### src/rtl/dbg_ring_pkg.sv
package dbg_ring_pkg;

  // Strobes from the code decoder to the datapath; at most one is high.
  typedef struct packed {
    logic shiftEn;
    logic loadEn;
  } ringStb_t;

  // Decoder framing: waiting for a first code cycle, or holding one.
  typedef enum logic {
    CTL_WAIT   = 1'b0,
    CTL_SECOND = 1'b1
  } ctlPhase_e;

endpackage

### src/rtl/dbg_ring_pipe.sv
module dbg_ring_pipe #(
  parameter int WIDTH  = 2,
  parameter int STAGES = 2
) (
  input  logic             clk,
  input  logic             rst,
  input  logic [WIDTH-1:0] din,
  output logic [WIDTH-1:0] dout
);

  localparam int LAST = STAGES - 1;

  logic [WIDTH-1:0] stage [STAGES];

  genvar g;
  generate
    for (g = 0; g < STAGES; g++) begin : gStage
      if (g == 0) begin : gFirst
        always_ff @(posedge clk) begin
          if (rst) stage[0] <= '0;
          else     stage[0] <= din;
        end
      end else begin : gNext
        always_ff @(posedge clk) begin
          if (rst) stage[g] <= '0;
          else     stage[g] <= stage[g-1];
        end
      end
    end
  endgenerate

  assign dout = stage[LAST];

endmodule

### src/rtl/dbg_ring_ctl.sv
module dbg_ring_ctl
  import dbg_ring_pkg::*;
(
  input  logic     clk,
  input  logic     rst,
  input  logic     ctlD,
  output ringStb_t stb
);

  ctlPhase_e phase, phaseNext;

  // The decoder acts only in the second cycle of a code.
  always_comb begin
    stb       = '0;
    phaseNext = phase;
    unique case (phase)
      CTL_WAIT: begin
        if (ctlD) phaseNext = CTL_SECOND;
      end
      CTL_SECOND: begin
        stb.shiftEn = ~ctlD;
        stb.loadEn  = ctlD;
        phaseNext   = CTL_WAIT;
      end
      default: phaseNext = CTL_WAIT;
    endcase
  end

  always_ff @(posedge clk) begin
    if (rst) phase <= CTL_WAIT;
    else     phase <= phaseNext;
  end

endmodule

### src/rtl/dbg_ring_dp.sv
module dbg_ring_dp
  import dbg_ring_pkg::*;
#(
  parameter int WIDTH = 32
) (
  input  logic             clk,
  input  logic             rst,
  input  ringStb_t         stb,
  input  logic             dinD,
  input  logic [WIDTH-1:0] localIn,
  output logic [WIDTH-1:0] shiftReg,
  output logic [WIDTH-1:0] localOut,
  output logic             ringDo
);

  localparam int MSB = WIDTH - 1;

  always_ff @(posedge clk) begin
    if (rst) begin
      shiftReg <= '0;
      localOut <= '0;
    end else if (stb.loadEn) begin
      shiftReg <= localIn;
      localOut <= shiftReg;
    end else if (stb.shiftEn) begin
      shiftReg <= {dinD, shiftReg[MSB:1]};
    end
  end

  assign ringDo = shiftReg[0];

endmodule

### src/rtl/dbg_ring_node.sv
module dbg_ring_node
  import dbg_ring_pkg::*;
#(
  parameter int WIDTH      = 32,
  parameter int CTL_STAGES = 2   // at least 1
) (
  input  logic             clk,
  input  logic             rst,
  input  logic             ringCtl,
  input  logic             ringDi,
  output logic             ringDo,
  input  logic [WIDTH-1:0] localIn,
  output logic [WIDTH-1:0] localOut
);

  localparam int PIPE_W = 2;

  logic [PIPE_W-1:0] pipeIn, pipeOut;
  logic              ctlD, dinD;
  ringStb_t          stb;
  logic [WIDTH-1:0]  shiftReg;

  // Control and serial data share one delay line so they stay aligned.
  assign pipeIn = {ringCtl, ringDi};

  dbg_ring_pipe #(.WIDTH(PIPE_W), .STAGES(CTL_STAGES)) pipe_i (
    .clk(clk), .rst(rst), .din(pipeIn), .dout(pipeOut)
  );

  assign ctlD = pipeOut[1];
  assign dinD = pipeOut[0];

  dbg_ring_ctl ctl_i (
    .clk(clk), .rst(rst), .ctlD(ctlD), .stb(stb)
  );

  dbg_ring_dp #(.WIDTH(WIDTH)) dp_i (
    .clk(clk), .rst(rst), .stb(stb), .dinD(dinD), .localIn(localIn),
    .shiftReg(shiftReg), .localOut(localOut), .ringDo(ringDo)
  );

endmodule

### config.mk
export PLATFORM = sky130hd
export DESIGN_NAME = dbg_ring_node
export DESIGN_NICKNAME = d
export VERILOG_FILES = /design/src/rtl/dbg_ring_pkg.sv /design/src/rtl/dbg_ring_pipe.sv /design/src/rtl/dbg_ring_ctl.sv /design/src/rtl/dbg_ring_dp.sv /design/src/rtl/dbg_ring_node.sv
export SDC_FILE = /design/constraint.sdc
export NUM_CORES = 1
export LEC_CHECK = 0
export BUFFER_PORTS_ARGS = -buffer_cell sky130_fd_sc_hd__clkbuf_2
export CAP_MARGIN = 40
export CORE_MARGIN = 2
export CORE_UTILIZATION = 49
export DETAILED_ROUTE_END_ITERATION = 10
export PLACE_DENSITY = 0.74
export SLEW_MARGIN = 20
export SYNTH_ARGS = -nofsm -noshare
export SYNTH_HDL_FRONTEND = slang
export SYNTH_SLANG_ARGS = --single-unit
### constraint.sdc
create_clock -name clk -period 2.1 [get_ports clk]
set_input_delay 0.21 -clock clk [delete_from_list [all_inputs] [get_ports clk]]
set_output_delay 0.21 -clock clk [all_outputs]
set_load 0.005 [all_outputs]
* Word-level counts from Yosys, hierarchy flattened
Memory sizes are Yosys's and may differ from the RTL's. Index checks and enable logic that the tools add are counted.
Cells by class: reductions and logical operators 1, bitwise gates (word level) 4, mux-type cells 10
Operator list (count):
- 2-to-1 mux 32 bit | 2
- 2-to-1 mux 2 bit | 3
- 2-to-1 mux 1 bit | 4
- inverter 1 bit | 2
- bitwise OR 1 bit | 2
- one-hot mux 1 bit (2 select lines) | 1
- nonzero test 2 bit | 1
Word-level totals: memories kept 1, bits in registers 65, bits in writable memories 4, logic and storage cells 19
Memories:
- pipe_i.stage | words 2, bits a word 2, rd ports 2, clocked after Yosys merged registers in 0, write ports 2, line dbg_ring_pipe.sv:13 | logic [WIDTH-1:0] stage [STAGES];

* Logic depth before layout (Yosys ltp)
depth in word-level cells 4, mapped depth 5

* Cells and area by module
From an unflattened synthesis, not the netlist that was laid out.
Second synthesis, totals: cell total of the unflattened synthesis 259, area, all modules 2812.7 um^2
By module, submodules not included:
- dbg_ring_dp | instances 1, area an instance 2658.8 um^2, cells an instance 247, sequential area each 1281.2 um^2
- dbg_ring_pipe | instances 1, area an instance 105.1 um^2, cells an instance 8, sequential area each 80.1 um^2
- dbg_ring_ctl | instances 1, area an instance 48.8 um^2, cells an instance 4, sequential area each 20.0 um^2

* Least setup slack after synthesis
OpenSTA, ideal clock, no wires.
kind register to register, from mem pipe_i.stage[1][1], to reg dp_i.localOut[10], clock period less this slack 0.972 ns, path slack 1.128 ns, arrival 0.901 ns, stages on the path, launching flop included 5, buffers on the path 2, cell sequence dfxtp_1 -> buf_6 -> buf_2 -> a21bo_2 -> a21oi_1
RTL lines:
- from (decl) | line dbg_ring_pipe.sv:13
- to (signal assigned) | line dbg_ring_dp.sv:24 | localOut <= shiftReg;
- to (decl) | line dbg_ring_dp.sv:12 | output logic [WIDTH-1:0] localOut,

* Final worst setup path
from reg ctl_i.phase, to reg dp_i.shiftReg[10]
On the way: longest elaborated chain between the ends 2, elaborated cells between the ends (all ways) 3, those cells by class mux: 2; reduce/logical: 1
RTL lines:
- from (decl) | line dbg_ring_ctl.sv:10 | ctlPhase_e phase, phaseNext;
- from (signal assigned) | line dbg_ring_ctl.sv:31 | else phase <= phaseNext;
- 2-to-1 mux 2 bit (*) | line dbg_ring_ctl.sv:16 | unique case (phase)
- 2-to-1 mux 32 bit / nonzero test 2 bit (equally long branches)
- to (signal assigned) | line dbg_ring_dp.sv:23 | shiftReg <= localIn;
- to (signal assigned) | line dbg_ring_dp.sv:26 | shiftReg <= {dinD, shiftReg[MSB:1]};
- to (decl) | line dbg_ring_dp.sv:11 | output logic [WIDTH-1:0] shiftReg,
Every way passes the cells marked *; elsewhere a longest branch is shown, timed or not. A chain may end at the register's enable or synchronous reset.

==> results.cfg <==
[route]
routed_wl_um = 5660
drc = 0
post_drt_wl_per_cell_um = 13.1
routed_via_density = 5.27
first_pass_iters = 4
initialDrtViolationCount = 144
num_vias = 2280
antenna_left = 0

[critical_path]
worst_ep_arrival_time_ns = 1.66
cp.required_ns = 2.35
timing.rr.start = ctl_i.phase$_SDFF_PP0_
path_cells = buf_4 > nor2_1 > a211oi_1
rr_worst_depth = 3
slowest_delay_ns = 0.71
critPathMaxFanout = 55
path_class = reg2reg
cp-end-kind = flip-flop
ff2ff_setup_slack_ns = 0.69
slowest_stage = dfxtp_4
critPathLaunchType = flip-flop
cpLargestDelayFamily = flip-flops
crit_buf_inv = 1
r2r-end = dp_i.shiftReg[10]$_SDFFE_PP0P_

[clock_network]
cts_max_level = 3
cts_buffers = 9
clk_root_buffer_cell = clkbuf_8
cts_sinks = 69
post_cts_resize_count = 0
cts_tree = done
path_clk_slew_ns = 0.07
postCtsHoldBufs = 0
clockBufferDepth = 2
clk_latency_ns = 0.34
cts_setup_buffers = 0

[global_route]
grt.total_usage_pct = 18.0
antenna_found_initial = 0
grt_pass1_wl_um = 9130
grt_max_degree = 56
overflow = 0
grt_pass1_vias = 1979

[power_and_ir_drop]
clock_power_share_pct = 36.6
power.leakage_uw = 0.00128
p_total_uw = 2400
seqPwrFrac_pct = 56.8
internal_power_uw = 1830
p_per_area_nw_per_um2 = 701
switching_share_pct = 23.9
vdd_drop_max_v = 0.000411
combPwrFrac_pct = 6.5
p_sw_uw = 574

[placed_design]
port_buffers = 68
dp_cells = 417
gp_congestion = 0.748
dp_hpwl_um = 3760

[synth]
async_reset_ff_share_pct = 0
netlist_area_um2 = 2960
synth_edf_count = 0
syn_nets = 335
avgSynthCellArea_um2 = 9.90
yosysSeqAreaShare_pct = 46.7
yosysUniqueCellTypes = 15
ys.flop_type = dfxtp_1
yosys_warnings = 0
syn_inst = 299
synth-seq-cells = 69

[final_layout]
area_growth_pct = 15.7
fin_nets = 389
most-common-layout-cells = clkbuf_2 (68), dfxtp_1 (67)
final_cells = 433
n_antenna_cell = 0
multi_input_area_um2 = 1350
layout_commonest_cell = clkbuf_2
fin_util_pct = 58.2
layout-drive-gt1-share_pct = 33.5
seq_area_um2 = 1390
fill_cells = 540

[timing]
fin_crit_sh_pct = 67.2
drv_slew = 0
tightest_slew_ns = 0.706
fin_setup_tns_ns = 0
relSlewSlack_pct = 52.9
finClkSkew_ns = 0.00717
max_freq_mhz = 709
hold_viol_final = 0
rsz0062_at_grt = false
finalSetupViolCount = 0
fin_crit_ns = 1.41

[worst_hold_path]
hold_end = pipe_i.stage[0][1]$_SDFF_PP0_
hold_depth = 2
worstHoldStart = ringCtl
hp-class = in2reg

[floorplan]
rows = 28
die_area_um2 = 6680
ios = 69
die_w_um = 81.7
core_um2 = 5890
initial_core_util_pct = 50.3
chipHeight_um = 81.7

[flow_run]
drv_cap = 0

[outcome]
status = finished, final reports clean
## state kept, by name (all words and copies together) (netlist names)
name,count
pipe_i.stage,4
ctl_i.phase,1
dp_i.shiftReg,32
dp_i.localOut,32
## cell type report
class	count	share of cell area (%)
sequential	69	40.5
multi-input combinational	197	39.5
timing repair buffer	76	12.8
clock buffer	13	4.05
tap	75	2.74
clock inverter	3	0.365
## worst register-to-register path, stage by stage, from the launching register on
cell	delay (ns)
dfxtp_4	0.71
buf_4	0.33
nor2_1	0.06
a211oi_1	0.22
## per-layer routing
layer	GRT usage [%]	up-vias	wire [um]
li1	-	1180	-
met1	24.2	1038	2830
met2	26.4	52	2400
met3	4.51	10	301
met4	10.0	0	121
met5	0	-	0
## power groups by stage
| stage | Combinational, uW | Sequential, uW | Clock, uW |
|---|---|---|---|
| after floorplan | 129 | 1380 | 0 |
| after global routing | 175 | 1370 | 948 |
| final | 157 | 1370 | 880 |
| after CTS | 158 | 1370 | 907 |
| after global placement | 155 | 1390 | 0 |
| after detailed placement | 158 | 1390 | 0 |
## how the worst max path moves through the flow
stage / startpoint / to / cells past startpoint / slack (ns)
detailed placement: ctl_i.phase$_SDFF_PP0_ / dp_i.shiftReg[9]$_SDFFE_PP0P_ / 3 / 0.71
floorplan: pipe_i.stage[1][1]$_SDFF_PP0_ / dp_i.localOut[10]$_SDFFE_PP0P_ / 4 / 1.13
global placement: rst / dp_i.shiftReg[6]$_SDFFE_PP0P_ / 3 / 0.75
finish: ctl_i.phase$_SDFF_PP0_ / dp_i.shiftReg[10]$_SDFFE_PP0P_ / 3 / 0.69
global route: ctl_i.phase$_SDFF_PP0_ / dp_i.shiftReg[10]$_SDFFE_PP0P_ / 3 / 0.56
CTS: ctl_i.phase$_SDFF_PP0_ / dp_i.shiftReg[10]$_SDFFE_PP0P_ / 3 / 0.68
## kinds of logic after synthesis
family	Yosys count	synth area share (%)
AOI/OAI and AO/OA	96	24.3
DFF	69	46.7
and+or+nand+nor	69	10.6
buffers and inverters	33	7.61
muxes	32	10.8
## metrics by stage
| stage | setup WS [ns] | hold slack, ns | instance area, um2 |
|---|---|---|---|
| final | 0.690 | 0.0831 | 3430 |
| after CTS | 0.681 | 0.0685 | 3430 |
| after floorplan | 1.13 | 0.338 | 2960 |
| after detailed placement | 0.713 | 0.434 | 3270 |
| after global routing | 0.562 | 0.101 | 3430 |
| after global placement | 0.747 | 0.418 | 3270 |
## cell usage after synthesis, types with 3 or more instances
library cell	n	area [um2]
dfxtp_1	69	1380
a21oi_1	32	160
nor2b_1	4	25.0
buf_4	4	30.0
mux2i_1	32	320
buf_2	15	75.1
nand3_1	32	160
a211oi_1	32	240
nor2_1	32	120
a21bo_2	32	320
buf_12	3	60.1
clkbuf_1	9	33.8
Power figures use the tool's default switching activity.
